### src/rtl/frag_pkg.sv
package frag_pkg;

  // Strobes from control to datapath
  typedef struct packed {
    logic load;     // capture a new request
    logic advance;  // step past the finished access
  } fragCtrl_t;

  typedef enum logic [1:0] {
    ST_IDLE  = 2'd0,
    ST_ISSUE = 2'd1,
    ST_WAIT  = 2'd2
  } fragState_e;

  localparam int DESC_CAP_LSB = 16;
  localparam int DESC_CAP_W   = 16;

endpackage

### src/rtl/frag_mask.sv
module frag_mask #(
  parameter int ADDR_W = 24,
  parameter int SIZE_W = 5
) (
  input  logic [SIZE_W-1:0] sizeField,
  output logic [ADDR_W-1:0] mask
);
  localparam int SW = SIZE_W + 1;

  logic [SW-1:0] sigBits;
  assign sigBits = SW'(sizeField) + SW'(1);

  // Bit i is set when it lies below the number of significant bits
  for (genvar i = 0; i < ADDR_W; i++) begin : g_bit
    assign mask[i] = (SW'(i) < sigBits);
  end
endmodule

### src/rtl/frag_datapath.sv
module frag_datapath
  import frag_pkg::*;
#(
  parameter int ADDR_W    = 24,
  parameter int CNT_W     = 16,
  parameter int PAGE_BITS = 10,
  parameter int SIZE_W    = 5
) (
  input  logic              clk,
  input  logic              rstN,
  input  fragCtrl_t         ctrl,
  input  logic [ADDR_W-1:0] reqAddr,
  input  logic [CNT_W-1:0]  reqCount,
  input  logic              reqWrite,
  input  logic [31:0]       reqDesc,
  output logic [ADDR_W-1:0] fragAddr,
  output logic [CNT_W-1:0]  fragLen,
  output logic              fragWrite,
  output logic              lastFrag,
  output logic              countZero
);
  localparam int WIDE       = ((ADDR_W > CNT_W) ? ADDR_W : CNT_W) + 2;
  localparam int PAGE_BYTES = 1 << PAGE_BITS;

  logic [ADDR_W-1:0]     curAddr;
  logic [CNT_W-1:0]      remaining;
  logic                  writeReg;
  logic [SIZE_W-1:0]     sizeReg;
  logic [DESC_CAP_W-1:0] capReg;
  logic [ADDR_W-1:0]     maskIn;
  logic [ADDR_W-1:0]     curMask;

  frag_mask #(.ADDR_W(ADDR_W), .SIZE_W(SIZE_W)) u_maskIn (
    .sizeField(reqDesc[SIZE_W-1:0]),
    .mask     (maskIn)
  );

  frag_mask #(.ADDR_W(ADDR_W), .SIZE_W(SIZE_W)) u_maskCur (
    .sizeField(sizeReg),
    .mask     (curMask)
  );

  // Candidate limits, all in a common wide width
  logic [WIDE-1:0] pageLeft, devLeft, capLen, remWide, minLen;

  always_comb begin
    pageLeft = WIDE'(PAGE_BYTES) - WIDE'(curAddr[PAGE_BITS-1:0]);
    devLeft  = WIDE'(curMask) - WIDE'(curAddr) + WIDE'(1);
    capLen   = (capReg == '0) ? {WIDE{1'b1}} : WIDE'(capReg);
    remWide  = WIDE'(remaining);
    minLen   = remWide;
    if (pageLeft < minLen) minLen = pageLeft;
    if (devLeft  < minLen) minLen = devLeft;
    if (capLen   < minLen) minLen = capLen;
  end

  assign fragLen   = CNT_W'(minLen);
  assign fragAddr  = curAddr;
  assign fragWrite = writeReg;
  assign lastFrag  = (remaining == fragLen);
  assign countZero = (reqCount == '0);

  logic [WIDE-1:0] nextSum;
  assign nextSum = WIDE'(curAddr) + WIDE'(fragLen);

  always_ff @(posedge clk) begin
    if (!rstN) begin
      curAddr   <= '0;
      remaining <= '0;
      writeReg  <= 1'b0;
      sizeReg   <= '0;
      capReg    <= '0;
    end else if (ctrl.load) begin
      curAddr   <= reqAddr & maskIn;
      remaining <= reqCount;
      writeReg  <= reqWrite;
      sizeReg   <= reqDesc[SIZE_W-1:0];
      capReg    <= reqDesc[DESC_CAP_LSB +: DESC_CAP_W];
    end else if (ctrl.advance) begin
      curAddr   <= ADDR_W'(nextSum) & curMask;
      remaining <= remaining - fragLen;
    end
  end

  // an access never spills into the next page
  p_page_r1: assert property (@(posedge clk) disable iff (!rstN)
    (remaining != '0) |->
      (WIDE'(curAddr[PAGE_BITS-1:0]) + WIDE'(fragLen) <= WIDE'(PAGE_BYTES)));

  // pending work always yields a nonzero length within the remaining count
  p_len_nz_r2: assert property (@(posedge clk) disable iff (!rstN)
    (remaining != '0) |-> (fragLen != '0 && fragLen <= remaining));

  // a nonzero cap bounds every length
  p_cap_r3: assert property (@(posedge clk) disable iff (!rstN)
    (remaining != '0 && capReg != '0) |-> (WIDE'(fragLen) <= WIDE'(capReg)));

  // reaching the device end continues at address zero
  p_wrap_r4: assert property (@(posedge clk) disable iff (!rstN)
    (ctrl.advance && nextSum == WIDE'(curMask) + WIDE'(1)) |=> (curAddr == '0));
endmodule

### src/rtl/frag_control.sv
module frag_control
  import frag_pkg::*;
(
  input  logic      clk,
  input  logic      rstN,
  input  logic      reqValid,
  input  logic      countZero,
  input  logic      lastFrag,
  input  logic      cmdReady,
  input  logic      fragDone,
  output fragCtrl_t ctrl,
  output logic      cmdValid,
  output logic      busy,
  output logic      reqDone
);
  fragState_e state;

  always_ff @(posedge clk) begin
    if (!rstN) begin
      state   <= ST_IDLE;
      reqDone <= 1'b0;
    end else begin
      reqDone <= 1'b0;
      unique case (state)
        ST_IDLE: begin
          if (reqValid) begin
            if (countZero) reqDone <= 1'b1;
            else           state   <= ST_ISSUE;
          end
        end
        ST_ISSUE: begin
          if (cmdReady) state <= ST_WAIT;
        end
        ST_WAIT: begin
          if (fragDone) begin
            if (lastFrag) begin
              state   <= ST_IDLE;
              reqDone <= 1'b1;
            end else begin
              state <= ST_ISSUE;
            end
          end
        end
        default: state <= ST_IDLE;
      endcase
    end
  end

  always_comb begin
    ctrl.load    = (state == ST_IDLE) && reqValid && !countZero;
    ctrl.advance = (state == ST_WAIT) && fragDone;
  end

  assign cmdValid = (state == ST_ISSUE);
  assign busy     = (state != ST_IDLE);

  // an offer is withdrawn only through a handshake
  p_hold_r6: assert property (@(posedge clk) disable iff (!rstN)
    (cmdValid && !cmdReady) |=> cmdValid);

  // after a handshake nothing is offered until the access finishes
  p_wait_r6: assert property (@(posedge clk) disable iff (!rstN)
    (cmdValid && cmdReady) |=> !cmdValid);

  // completion coincides with the idle state
  p_done_idle_r7: assert property (@(posedge clk) disable iff (!rstN)
    reqDone |-> !busy);

  // an empty request finishes at once without becoming busy
  p_zero_r9: assert property (@(posedge clk) disable iff (!rstN)
    (!busy && reqValid && countZero) |=> (reqDone && !busy));

  // a request arriving while busy starts nothing new
  p_ignore_r8: assert property (@(posedge clk) disable iff (!rstN)
    (busy && !(state == ST_WAIT && fragDone && lastFrag)) |=> busy);
endmodule

### src/rtl/psram_burst_fragmenter.sv
module psram_burst_fragmenter
  import frag_pkg::*;
#(
  parameter int ADDR_W    = 24,
  parameter int CNT_W     = 16,
  parameter int PAGE_BITS = 10,
  parameter int SIZE_W    = 5
) (
  input  logic              clk,
  input  logic              rstN,
  input  logic              reqValid,
  input  logic [ADDR_W-1:0] reqAddr,
  input  logic [CNT_W-1:0]  reqCount,
  input  logic              reqWrite,
  input  logic [31:0]       reqDesc,
  output logic              busy,
  output logic              reqDone,
  output logic              cmdValid,
  input  logic              cmdReady,
  output logic [ADDR_W-1:0] cmdAddr,
  output logic [CNT_W-1:0]  cmdLen,
  output logic              cmdWrite,
  input  logic              fragDone
);
  fragCtrl_t ctrl;
  logic      lastFrag;
  logic      countZero;

  frag_control u_control (
    .clk      (clk),
    .rstN     (rstN),
    .reqValid (reqValid),
    .countZero(countZero),
    .lastFrag (lastFrag),
    .cmdReady (cmdReady),
    .fragDone (fragDone),
    .ctrl     (ctrl),
    .cmdValid (cmdValid),
    .busy     (busy),
    .reqDone  (reqDone)
  );

  frag_datapath #(
    .ADDR_W(ADDR_W), .CNT_W(CNT_W), .PAGE_BITS(PAGE_BITS), .SIZE_W(SIZE_W)
  ) u_datapath (
    .clk      (clk),
    .rstN     (rstN),
    .ctrl     (ctrl),
    .reqAddr  (reqAddr),
    .reqCount (reqCount),
    .reqWrite (reqWrite),
    .reqDesc  (reqDesc),
    .fragAddr (cmdAddr),
    .fragLen  (cmdLen),
    .fragWrite(cmdWrite),
    .lastFrag (lastFrag),
    .countZero(countZero)
  );

  // the offered command is frozen while it waits for the sequencer
  p_stable_r6: assert property (@(posedge clk) disable iff (!rstN)
    (cmdValid && !cmdReady) |=>
      ($stable(cmdAddr) && $stable(cmdLen) && $stable(cmdWrite)));

  // nothing is offered while idle
  p_idle_quiet_r11: assert property (@(posedge clk) disable iff (!rstN)
    !busy |-> !cmdValid);
endmodule

### config.mk
export PLATFORM = sky130hd
export DESIGN_NAME = psram_burst_fragmenter
export DESIGN_NICKNAME = d
export VERILOG_FILES = /design/src/rtl/frag_pkg.sv /design/src/rtl/frag_mask.sv /design/src/rtl/frag_datapath.sv /design/src/rtl/frag_control.sv /design/src/rtl/psram_burst_fragmenter.sv
export SDC_FILE = /design/constraint.sdc
export NUM_CORES = 1
export LEC_CHECK = 0
export BUFFER_PORTS_ARGS = -buffer_cell sky130_fd_sc_hd__buf_2
export CORE_MARGIN = 10
export CORE_UTILIZATION = 40
export DETAILED_ROUTE_END_ITERATION = 16
export GPL_TIMING_DRIVEN = 0
export PLACE_DENSITY_LB_ADDON = 0.12
export RECOVER_POWER = 50
export REMOVE_ABC_BUFFERS = 1
export SYNTH_ARGS = -nofsm -noshare
export SYNTH_HDL_FRONTEND = slang
export SYNTH_SLANG_ARGS = --single-unit
### constraint.sdc
create_clock -name clk -period 18.7 [get_ports clk]
set_input_delay 3.74 -clock clk [delete_from_list [all_inputs] [get_ports clk]]
set_output_delay 3.74 -clock clk [all_outputs]
set_load 0.01 [all_outputs]
; ---- After elaboration in Yosys (flattened, before gate mapping)
; Cells that the tools add are included.
[totals]
reg_bits = 65
input_bits = 78
output_inout_bits = 44
elab_cells = 103
[classes]
n_addsub = 7
magnitude_cmp = 51
n_eq_ne = 7
muxes = 19
n_bitwise = 2
n_reduce_logical = 10
[ops]
columns = op, n
row1 = < comparator 4 x 6 -> 1 bit (first input constant), 16
row2 = < comparator 5 x 6 -> 1 bit (first input constant), 16
row3 = two-way mux 26 bit, 3
row4 = < comparator 26 bit, 2
row5 = bitwise AND 24 bit, 2
row6 = < comparator 3 x 6 -> 1 bit (first input constant), 8
row7 = two-way mux 16 bit, 3
row8 = two-way mux 24 bit, 2
row9 = logical NOT 16 bit, 2
row10 = adder 26 x 1 -> 26 bit (second input constant), 1
row11 = < comparator 26 x 16 -> 1 bit, 1
row12 = subtractor 24 x 24 -> 25 bit, 1
row13 = adder 24 x 16 -> 24 bit, 1
row14 = < comparator 1 x 6 -> 1 bit (first input constant), 4
row15 = < comparator 2 x 6 -> 1 bit (first input constant), 4
row16 = equality test 16 bit, 1
row17 = subtractor 16 bit, 1
row18 = adder 5 x 1 -> 6 bit (second input constant), 2
row19 = subtractor 11 x 10 -> 12 bit (first input constant), 1
row20 = two-way mux 2 bit, 4
row21 = != test 2 bit (second input constant), 3
row22 = one-hot mux 2 bit (3 select lines), 1
row23 = two-way mux 1 bit, 5
row24 = AND reduction 4 bit, 1
row25 = 8 further kinds, 11

; ---- Longest topological paths before layout
; Gate-level depths: netlist (run 1).
[depth]
ltp_word = 12
depth_mapped = 62
mapped_depth_nobuf = 58

; ---- Cells and area by module
; From an unflattened synthesis (run 1), not the netlist that was laid out.
[unflattened]
cells_unflattened = 1373
area_unflattened_um2 = 10030.9
[modules_own_cells]
columns = mod, instances, cells_per_inst, area_per_inst_um2, seq_area_each_um2
row1 = frag_datapath, 1, 1136, 8490.6, 1241.2
row2 = frag_mask, 2, 109, 676.9, 0.0
row3 = frag_control, 1, 19, 186.4, 60.1

; ---- Least setup slack after synthesis (run 1)
; No wires, ideal clock.
[synth_path]
path_type = register to output
startpoint = register u_datapath.sizeReg[0]
endpoint = output cmdLen[0]
arrival_time_ns = 8.582
required_ns = 14.960
slack_ns = 6.378
path_stages_with_launch = 44
path_buffers = 5
cell_sequence = dfxtp_1 -> ha_1 -> and2_1 -> nand2_1 -> mux2i_1 -> and2_1 -> clkbuf_1 -> inv_1 -> or3_1 -> ha_1 -> buf_6 -> nor2b_1 -> a221oi_1 -> xnor2_1 -> nand4_1 -> inv_1 -> nand3_1 -> o21ai_0 -> [... 8 more ...] -> a311o_1 -> or4_4 -> a211o_1 -> clkbuf_1 -> clkbuf_1 -> nand2_1 -> o21ai_0 -> ha_1 -> a21o_1 -> a21o_1 -> a21oi_1 -> nor2_1 -> mux2_4 -> a221o_1 -> nor2_4 -> buf_2 -> nor2_1 -> a21oi_1
[synth_between]
elab_chain_cells = 8
elab_cells_between_ends = 31
cone_classes = add/sub (3) / order compare (26) / mux (2)
[synth_lines]
columns = element, line
row1 = "start, declared", frag_datapath.sv:28  ; logic [SIZE_W-1:0] sizeReg;
row2 = "start signal, assigned", frag_datapath.sv:77  ; sizeReg <= reqDesc[SIZE_W-1:0];
row3 = adder 5 x 1 -> 6 bit (*), frag_mask.sv:11  ; assign sigBits = SW'(sizeField) + SW'(1);
row4 = < comparator 1 x 6 -> 1 bit (tied with other cells), frag_mask.sv:15  ; assign mask[i] = (SW'(i) < sigBits);
row5 = subtractor 24 x 24 -> 25 bit (*), frag_datapath.sv:48  ; devLeft = WIDE'(curMask) - WIDE'(curAddr) + WIDE'(1);
row6 = adder 26 x 1 -> 26 bit (*), frag_datapath.sv:48
row7 = < comparator 26 bit, frag_datapath.sv:53  ; if (devLeft < minLen) minLen = devLeft;
row8 = two-way mux 26 bit (*), frag_datapath.sv:53
row9 = < comparator 26 bit, frag_datapath.sv:54  ; if (capLen < minLen) minLen = capLen;
row10 = two-way mux 16 bit (*), frag_datapath.sv:54
row11 = "end, declared", psram_burst_fragmenter.sv:21  ; output logic [CNT_W-1:0] cmdLen,
; Every way passes the cells marked *; elsewhere a longest branch is shown, timed or not.

; ---- Final worst setup path (run 1)
[layout_path]
startpoint = register u_datapath.sizeReg[1]
endpoint = output cmdLen[0]
; The elaborated chain is that of the path after synthesis.

==> results.yml, run 1 <==
run_status:
  outcome: "complete, but fails checks"
  violations: "max-capacitance violations, max-slew violations"
sta:
  slew_headroom_pct: -55.6
  finalSetupTns_ns: 0
  rsz0062_at_grt: "no"
  final.min_clock_period_ns: 16.12
  skew_ns: 0.00767
  period_share_pct: 86.2
  hold_viol_final: 0
  setup_viol: 0
  slew_viol_final: 101
  tightest_slew_ns: 2.33
  fmax_ghz: 0.0620
final_layout:
  design_area_sq_um: 10200
  areaGrowthSynthToFinish_pct: 12.1
  layout_common_cells: "140 x nand2_1, 129 x a21oi_1, 109 x ha_1"
  nFillCells: 2374
  antenna_cells: 0
  final_common_cell: "nand2_1"
  nets: 1549
  drive_gt1_share_pct: 10.1
logic_synthesis:
  yosysSeqAreaShare_pct: 14.3
  ys_seq_elements: 65
  synthFlopType: "dfxtp_1"
  ys_types: 82
  postSynthCellCount: 1275
  synthArstFlopShare_pct: 0
  avgSynthCellArea_sq_um: 7.12
  syn_area_sq_um: 9080
  synth_edf_count: 0
  ys_warn_count: 0
route:
  wl_met3_microns: 1750
  wl_met2_microns: 15400
  drc: 0
  wl_met1_microns: 14700
  vias_per_cell: 5.91
  vias: 9745
  drt-total-wl_microns: 32600
  antenna_left: 0
  wire_per_inst_microns: 19.8
  dr.pass1.iters: 5
  drt-initial-drc-count: 635
  top_layer_used: "met5"
worst_setup_path:
  worstPathMaxFanout: 40
  critPathKind: "reg -> out"
  cp_slowest_cell: "nor2_1"
  cp_slowest_stage_delay_ns: 1.73
  crit_required_ns: 14.96
  crit_arrival_ns: 12.38
  cp-start-kind: "register"
  setup.worst_path.end_class: "primary output"
clocking:
  cts-htree-levels: 3
  tritoncts: "yes"
  hold_buffers: 0
  clk_pin_slew_ns: 0.06
  clk_latency_ns: 0.34
  clkSinkCount: 65
  cts_buffers: 9
  root_buffer: "clkbuf_16"
  ctsResizeCount: 0
  clk_path_buf_depth: 2
  post-cts-setup-buffers: 0
global_route:
  grt_overflow: 0
  grt_pass1_wl_microns: 50700
  grt_start_max_net_pins: 60
  grt_pass1_vias: 9058
  antenna_found_initial: 2
  gr-usage-all-layers_pct: 21.9
place:
  hpwl_microns: 26500
  placed_area_sq_um: 9890
  globalplace.congestion: 0.929
  portBuffers: 110
floorplanning:
  die_x_microns: 171
  die_y_microns: 171
  ios: 122
  coreArea_sq_um: 22500
  num_rows: 55
  dieArea_sq_um: 29100
  start_util_pct: 40.3
power_and_ir_drop:
  leakage_nw: 4.44
  power.density_nw_per_um2: 99.8
  peakVddDrop_v: 0.0000414
worst_hold_path:
  hold_class: "reg -> reg"
run:
  timing.max_cap.violations: 2
==> power by group <==
part           switching (W)  leakage, nW  internal [W]
Sequential         0.0000169        0.533      0.000149
Combinational       0.000400         3.74      0.000258
Clock              0.0000707        0.159      0.000121
Total               0.000488         4.44      0.000527
==> state kept, by name (all words and copies together), names as in the netlist <==
signal,flops
u_datapath.capReg,16
u_datapath.remaining,16
u_datapath.fragAddr,24
u_datapath.fragWrite,1
u_control.reqDone,1
u_datapath.sizeReg,5
u_control.state,2
==> logic make-up after synthesis <==
group | after synthesis | share of synthesized area [%]
compound gates | 421 | 30.7
xor+xnor | 67 | 6.46
fa+ha+maj | 112 | 15.7
buf+inv | 139 | 6.13
flops | 65 | 14.3
mux | 17 | 1.96
other cells | 1 | 0.0413
simple gates | 453 | 24.6
==> metal layers <==
metal	global-route usage, %	vias to the layer above
met5	0	-
met4	5.38	4
met3	3.32	44
met2	36.9	313
met1	28.4	4506
li1	-	4878
==> stage by stage <==
step	total power [W]	hold slack (ns)	util (%)	worst slack, ns	instances
after floorplan	0.000643	0.449	-	6.11	1233
after CTS	0.00101	0.461	45.4	3.91	1649
after global placement	0.000809	0.440	43.5	4.39	1628
final	0.00102	0.459	45.2	2.58	1649
after detailed placement	0.000818	0.452	43.9	4.32	1633
after global routing	0.00110	0.489	45.2	1.46	1649
==> cell type report <==
cell class | instances | area (sq um) | area share (%)
timing repair buffer | 115 | 596 | 5.85
sequential | 65 | 1300 | 12.8
clock buffer | 10 | 239 | 2.35
tap | 285 | 357 | 3.50
inverter | 84 | 315 | 3.10
clock inverter | 6 | 90.1 | 0.885
multi-input combinational | 1084 | 7280 | 71.5
==> synth_stat cells (all sizes together), types with 14 or more instances <==
cell type  instances  area share [%]
a211oi            17             1.7
a21o              41             3.4
a21oi            131             7.3
a31oi             22             1.5
and3              17             1.2
buf               19             1.2
clkbuf            36             1.5
dfxtp             65              14
ha               109              15
inv               84             3.5
mux2i             14             1.5
nand2            140             5.8
nand3             35             2.0
nand4             26             1.8
nor2             104             4.5
nor2b             15             1.0
nor3              36             2.0
nor4              19             1.5
o21ai             71             3.9
o21bai            15             1.2
xnor2             47             4.5
xor2              20             1.9
==> worst paths after layout <==
path | slack, ns | start | cells past startpoint | to
worst max-delay path | 2.58 | u_datapath.sizeReg[1] | 37 | cmdLen[0]
worst max register to register | 3.00 | u_datapath.sizeReg[1] | 54 | u_datapath.fragAddr[22]
worst min-delay path | 0.46 | u_datapath.fragWrite | 2 | u_datapath.fragWrite
worst min register to register | 0.46 | u_datapath.fragWrite | 2 | u_datapath.fragWrite
==> critical path, delay by kind of cell (launching register included) <==
family / cells / cell delay (ns)
AOI/OAI and AO/OA: 14 / 3.63
xor gates and xnor gates: 2 / 0.52
adders and majority gates: 4 / 1.36
buffers and inverters: 2 / 0.44
DFF: 1 / 0.43
muxes: 2 / 1.04
and+or+nand+nor: 13 / 4.60
(Power assumes the default switching activity.)
==> inputs of run 2 (changes only) <==
--- a/config.mk
+++ b/config.mk
@@ -7,10 +7,10 @@
 export LEC_CHECK = 0
 export BUFFER_PORTS_ARGS = -buffer_cell sky130_fd_sc_hd__buf_2
 export CORE_MARGIN = 10
-export CORE_UTILIZATION = 40
+export CORE_UTILIZATION = 50
 export DETAILED_ROUTE_END_ITERATION = 16
 export GPL_TIMING_DRIVEN = 0
-export PLACE_DENSITY_LB_ADDON = 0.12
+export PLACE_DENSITY = 0.71
 export RECOVER_POWER = 50
 export REMOVE_ABC_BUFFERS = 1
 export SYNTH_ARGS = -nofsm -noshare
==> run 2 against run 1 <==
Net effect: the flow still finishes with violations (max-capacitance violations, max-slew violations); fmax fell by 0.24%; setup slack got worse by 0.038 ns; wire length down 5.4%.
==> results.yml, run 2 (synthesis gave the netlist of run 1 again) <==
sta:
  tightest_slew_ns: 2.33
  slew_headroom_pct: -56.0
  final.min_clock_period_ns: 16.16
  finalSetupTns_ns: 0
  slew_viol_final: 101
  fmax_ghz: 0.0619
  rsz0062_at_grt: "no"
  hold_viol_final: 0
  setup_viol: 0
  setup_slack_ns: 2.54
  period_share_pct: 86.4
  skew_ns: 0.0115
route:
  drt-total-wl_microns: 30800
  wire_per_inst_microns: 19.4
  vias_per_cell: 6.22
  vias: 9916
  drc: 0
  drt-initial-drc-count: 951
  antenna_left: 0
  dr.pass1.iters: 6
worst_setup_path:
  setup.worst_path.end_class: "primary output"
  regToRegStartpoint: "u_datapath.sizeReg[1]"
  reg2reg_to: "u_datapath.fragAddr[22]"
  crit_path_end: "cmdLen[0]"
  cp_slowest_cell: "nor2_1"
  worstPathMaxFanout: 40
  path_delay_family: "simple AND/OR/NAND/NOR gates"
  cp_slowest_stage_delay_ns: 1.74
  crit_buf_inv: 2
  crit_arrival_ns: 12.42
  cp-startpoint: "u_datapath.sizeReg[1]"
  reg2reg_slack_ns: 3.01
  cp-start-kind: "register"
  critPathKind: "reg -> out"
  reg2regPathDepth: 54
  crit_required_ns: 14.96
  cp.depth: 37
clocking:
  hold_buffers: 0
  root_buffer: "clkbuf_16"
  cts-htree-levels: 3
  clk_latency_ns: 0.35
  cts_buffers: 9
  clk_path_buf_depth: 2
  clk_pin_slew_ns: 0.06
  post-cts-setup-buffers: 0
  ctsResizeCount: 0
  tritoncts: "yes"
  clkSinkCount: 65
place:
  place_ws_ns: 4.45
  portBuffers: 110
  hpwl_microns: 25000
  globalplace.congestion: 0.940
global_route:
  grt_start_max_net_pins: 60
  grt_overflow: 0
  antenna_found_initial: 0
  grt_pass1_wl_microns: 48600
  grt_pass1_vias: 9236
  gr-usage-all-layers_pct: 24.6
run_status:
  violations: "max-capacitance violations, max-slew violations"
  outcome: "complete, but fails checks"
final_layout:
  multi_input_area_sq_um: 7280
  largest_reg_flops: 24
  areaGrowthSynthToFinish_pct: 11.6
  nets: 1549
  regArea_sq_um: 1300
  nFillCells: 1740
  final_common_cell: "nand2_1"
  drive_gt1_share_pct: 10.1
  antenna_cells: 0
  layout_common_cells: "140 x nand2_1, 129 x a21oi_1, 109 x ha_1"
floorplanning:
  die_x_microns: 155
  start_util_pct: 50.7
  ios: 122
  die_y_microns: 155
  coreArea_sq_um: 17900
  num_rows: 49
  dieArea_sq_um: 23900
run:
  timing.max_cap.violations: 2
power_and_ir_drop:
  peakVddDrop_v: 0.0000540
  leakage_nw: 4.45
  power.density_nw_per_um2: 102
worst_hold_path:
  hold_class: "reg -> reg"
[run 2: where the power goes]
| group | internal (W) | switching [W] |
|---|---|---|
| clock network | 0.000148 | 0.0000718 |
| registers | 0.000149 | 0.0000158 |
| logic | 0.000256 | 0.000395 |
[run 2: worst min-delay path by stage]
stage                                startpoint                     to  slack, ns  cells past startpoint
after CTS                  u_datapath.fragWrite   u_datapath.fragWrite       0.45                      2
after floorplan           u_datapath.capReg[13]  u_datapath.capReg[13]       0.45                      2
after detailed placement   u_datapath.fragWrite   u_datapath.fragWrite       0.44                      2
after global routing       u_datapath.fragWrite   u_datapath.fragWrite       0.47                      2
after global placement     u_datapath.fragWrite   u_datapath.fragWrite       0.44                      2
final                      u_datapath.fragWrite   u_datapath.fragWrite       0.45                      2
[run 2: area by class of cell]
| cell class | count | share of cell area, % |
|---|---|---|
| timing repair buffer | 115 | 5.68 |
| inverter | 84 | 3.11 |
| sequential | 65 | 12.8 |
| clock inverter | 6 | 1.36 |
| tap | 229 | 2.83 |
| multi-input combinational | 1084 | 71.8 |
| clock buffer | 10 | 2.36 |
[run 2: stage by stage]
stage	instances	hold slack [ns]	instance area (sq um)	utilization (%)	total power, W
finish	1593	0.452	10100	56.6	0.00104
detailed placement	1577	0.443	9800	54.7	0.000807
CTS	1593	0.451	10200	56.8	0.00103
floorplan	1233	0.449	8890	-	0.000643
global placement	1572	0.440	9720	54.3	0.000796
global route	1593	0.472	10100	56.6	0.00111
[run 2: metal layers]
| metal | up-vias | global-route usage (%) | wire (microns) |
|---|---|---|---|
| met5 | - | 0 | 0 |
| met4 | 0 | 9.54 | 1090 |
| met3 | 72 | 4.08 | 2630 |
| met2 | 419 | 40.9 | 14500 |
| met1 | 4547 | 30.8 | 12700 |
| li1 | 4878 | - | - |
[run 2: worst register-to-register path, delay by kind of cell (launching register included)]
kind / cells / cell delay, ns
AO/OA/AOI/OAI: 29 / 6.34
XOR/XNOR: 2 / 0.53
adder cells (fa/ha/maj): 6 / 2.16
buffers and inverters: 1 / 0.16
flip-flops: 1 / 0.46
multiplexers: 2 / 1.05
AND/OR/NAND/NOR: 14 / 4.77
==> inputs of run 3 (changes only) <==
--- a/config.mk
+++ b/config.mk
@@ -6,6 +6,7 @@
 export NUM_CORES = 1
 export LEC_CHECK = 0
 export BUFFER_PORTS_ARGS = -buffer_cell sky130_fd_sc_hd__buf_2
+export CORE_ASPECT_RATIO = 1.1
 export CORE_MARGIN = 10
 export CORE_UTILIZATION = 50
 export DETAILED_ROUTE_END_ITERATION = 16
==> run 3 against run 2 <==
Net effect: the run still ends with max-capacitance violations, max-slew violations left; sequential share of layout area rose by 0.10 points; first-iteration DRC count fell by 18%; cell area fell by 0.80%; flip-flop and latch count did not move; clock power fell by 24%; die area barely moved; non-clock buffer count fell by 1; fmax rose by 0.54%; critical path depth did not move; combinational power barely moved; critical path type unchanged; largest cell class unchanged.
==> results.yml, run 3 (synthesis gave the netlist of run 1 again) <==
run_status:
  outcome: "complete, but fails checks"
  violations: "max-capacitance violations, max-slew violations"
power_and_ir_drop:
  switching_share_pct: 48.4
  p_seq_share_pct: 16.8
  power.density_nw_per_um2: 98.1
  combPwrFrac_pct: 66.2
  internal-power_w: 0.000508
  p_clk_share_pct: 17.0
  switchingPower_w: 0.000478
  leakage_nw: 4.41
  peakVddDrop_v: 0.0000521
global_route:
  grt_start_max_net_pins: 60
  grt_pass1_vias: 9474
  grt_overflow: 0
  grt_pass1_wl_microns: 48600
  gr-usage-all-layers_pct: 24.7
  antenna_found_initial: 1
clocking:
  tritoncts: "yes"
  hold_buffers: 0
  post-cts-setup-buffers: 0
  clk_path_buf_depth: 2
  root_buffer: "clkbuf_16"
  clkSinkCount: 65
  cts-htree-levels: 3
  cts_buffers: 9
  clk_latency_ns: 0.35
  clk_pin_slew_ns: 0.05
  ctsResizeCount: 0
final_layout:
  nets: 1548
  largest_reg_flops: 24
  drive_gt1_share_pct: 9.77
  layout_common_cells: "140 x nand2_1, 129 x a21oi_1, 109 x ha_1"
  utilization_pct: 56.5
  antenna_cells: 0
  final_common_cell: "nand2_1"
  areaGrowthSynthToFinish_pct: 10.7
floorplanning:
  die_x_microns: 148
  coreArea_sq_um: 17800
  num_rows: 51
  die_y_microns: 161
  dieArea_sq_um: 24000
  start_util_pct: 51.0
  ios: 122
run:
  timing.max_cap.violations: 3
sta:
  rsz0062_at_grt: "no"
  slew_headroom_pct: -55.4
  skew_ns: 0.00729
  hold_viol_final: 0
  finalSetupTns_ns: 0
  hold_ws_ns: 0.456
  tightest_slew_ns: 2.32
  slew_viol_final: 149
  final.min_clock_period_ns: 16.07
  setup_viol: 0
  fmax_ghz: 0.0622
  period_share_pct: 85.9
worst_hold_path:
  whs_path_depth: 2
  hold_class: "reg -> reg"
  hold_start: "u_datapath.fragWrite"
  min_to: "u_datapath.fragWrite"
worst_setup_path:
  critPathKind: "reg -> out"
  reg2reg_slack_ns: 3.09
  cp_slowest_stage_delay_ns: 1.73
  setup.worst_path.end_class: "primary output"
  regToRegStartpoint: "u_datapath.sizeReg[1]"
  worstPathMaxFanout: 40
  cp_slowest_cell: "nor2_1"
  cp-start-kind: "register"
  crit_required_ns: 14.96
  reg2regPathDepth: 54
  crit_arrival_ns: 12.33
  reg2reg_to: "u_datapath.fragAddr[22]"
place:
  globalplace.congestion: 0.946
  portBuffers: 110
  hpwl_microns: 24900
route:
  drt-total-wl_microns: 30600
  dr.pass1.iters: 5
  antenna_left: 0
  wire_per_inst_microns: 19.2
  vias: 9922
  drc: 0
  drt-initial-drc-count: 776
  vias_per_cell: 6.20
[run 3: critical path, delay by kind of cell (launching register included)]
kind	cells	cell delay [ns]
compound gates	14	3.68
xor+xnor	2	0.48
mux	2	1.02
fa+ha+maj	4	1.35
flops	1	0.43
buf+inv	2	0.44
simple gates	13	4.52
[run 3: worst max-delay path by stage]
stage | start | to | slack [ns] | cells past startpoint
4_1_cts | u_datapath.sizeReg[1] | cmdLen[1] | 4.08 | 38
5_1_grt | u_datapath.sizeReg[1] | cmdLen[0] | 1.72 | 37
6_report | u_datapath.sizeReg[1] | cmdLen[0] | 2.63 | 37
3_3_place_gp | u_datapath.sizeReg[1] | cmdLen[0] | 4.56 | 38
2_1_floorplan | u_datapath.sizeReg[0] | cmdLen[1] | 6.11 | 37
3_5_place_dp | u_datapath.sizeReg[1] | cmdLen[1] | 4.48 | 38
[run 3: per-stage QoR]
step	setup WS (ns)	area, sq um	total power (W)	instances
2_1_floorplan	6.11	8890	0.000643	1233
3_3_place_gp	4.56	9730	0.000793	1581
3_5_place_dp	4.48	9820	0.000809	1585
4_1_cts	4.08	10100	0.000977	1600
5_1_grt	1.72	10100	0.00107	1600
6_report	2.63	10100	0.000986	1600
[run 3: power by group through the flow]
stage                     Sequential (W)  Clock [W]  Combinational [W]
final                           0.000166   0.000167           0.000653
after global routing            0.000167   0.000176           0.000725
after CTS                       0.000165   0.000168           0.000644
after detailed placement        0.000168          0           0.000641
after global placement          0.000168          0           0.000625
after floorplan                 0.000163          0           0.000480
[run 3: per-layer routing]
metal	GRT usage [%]	part of all wire, %
met5	0	0
met4	12.8	4.8
met3	4.97	6.9
met2	40.7	46
met1	29.7	42
[run 3: layout make-up]
cell class	instances	area, sq um
tap	238	298
sequential	65	1300
timing repair buffer	114	583
clock buffer	11	233
clock inverter	4	45.0
multi-input combinational	1084	7280
fill	1743	7750
inverter	84	315
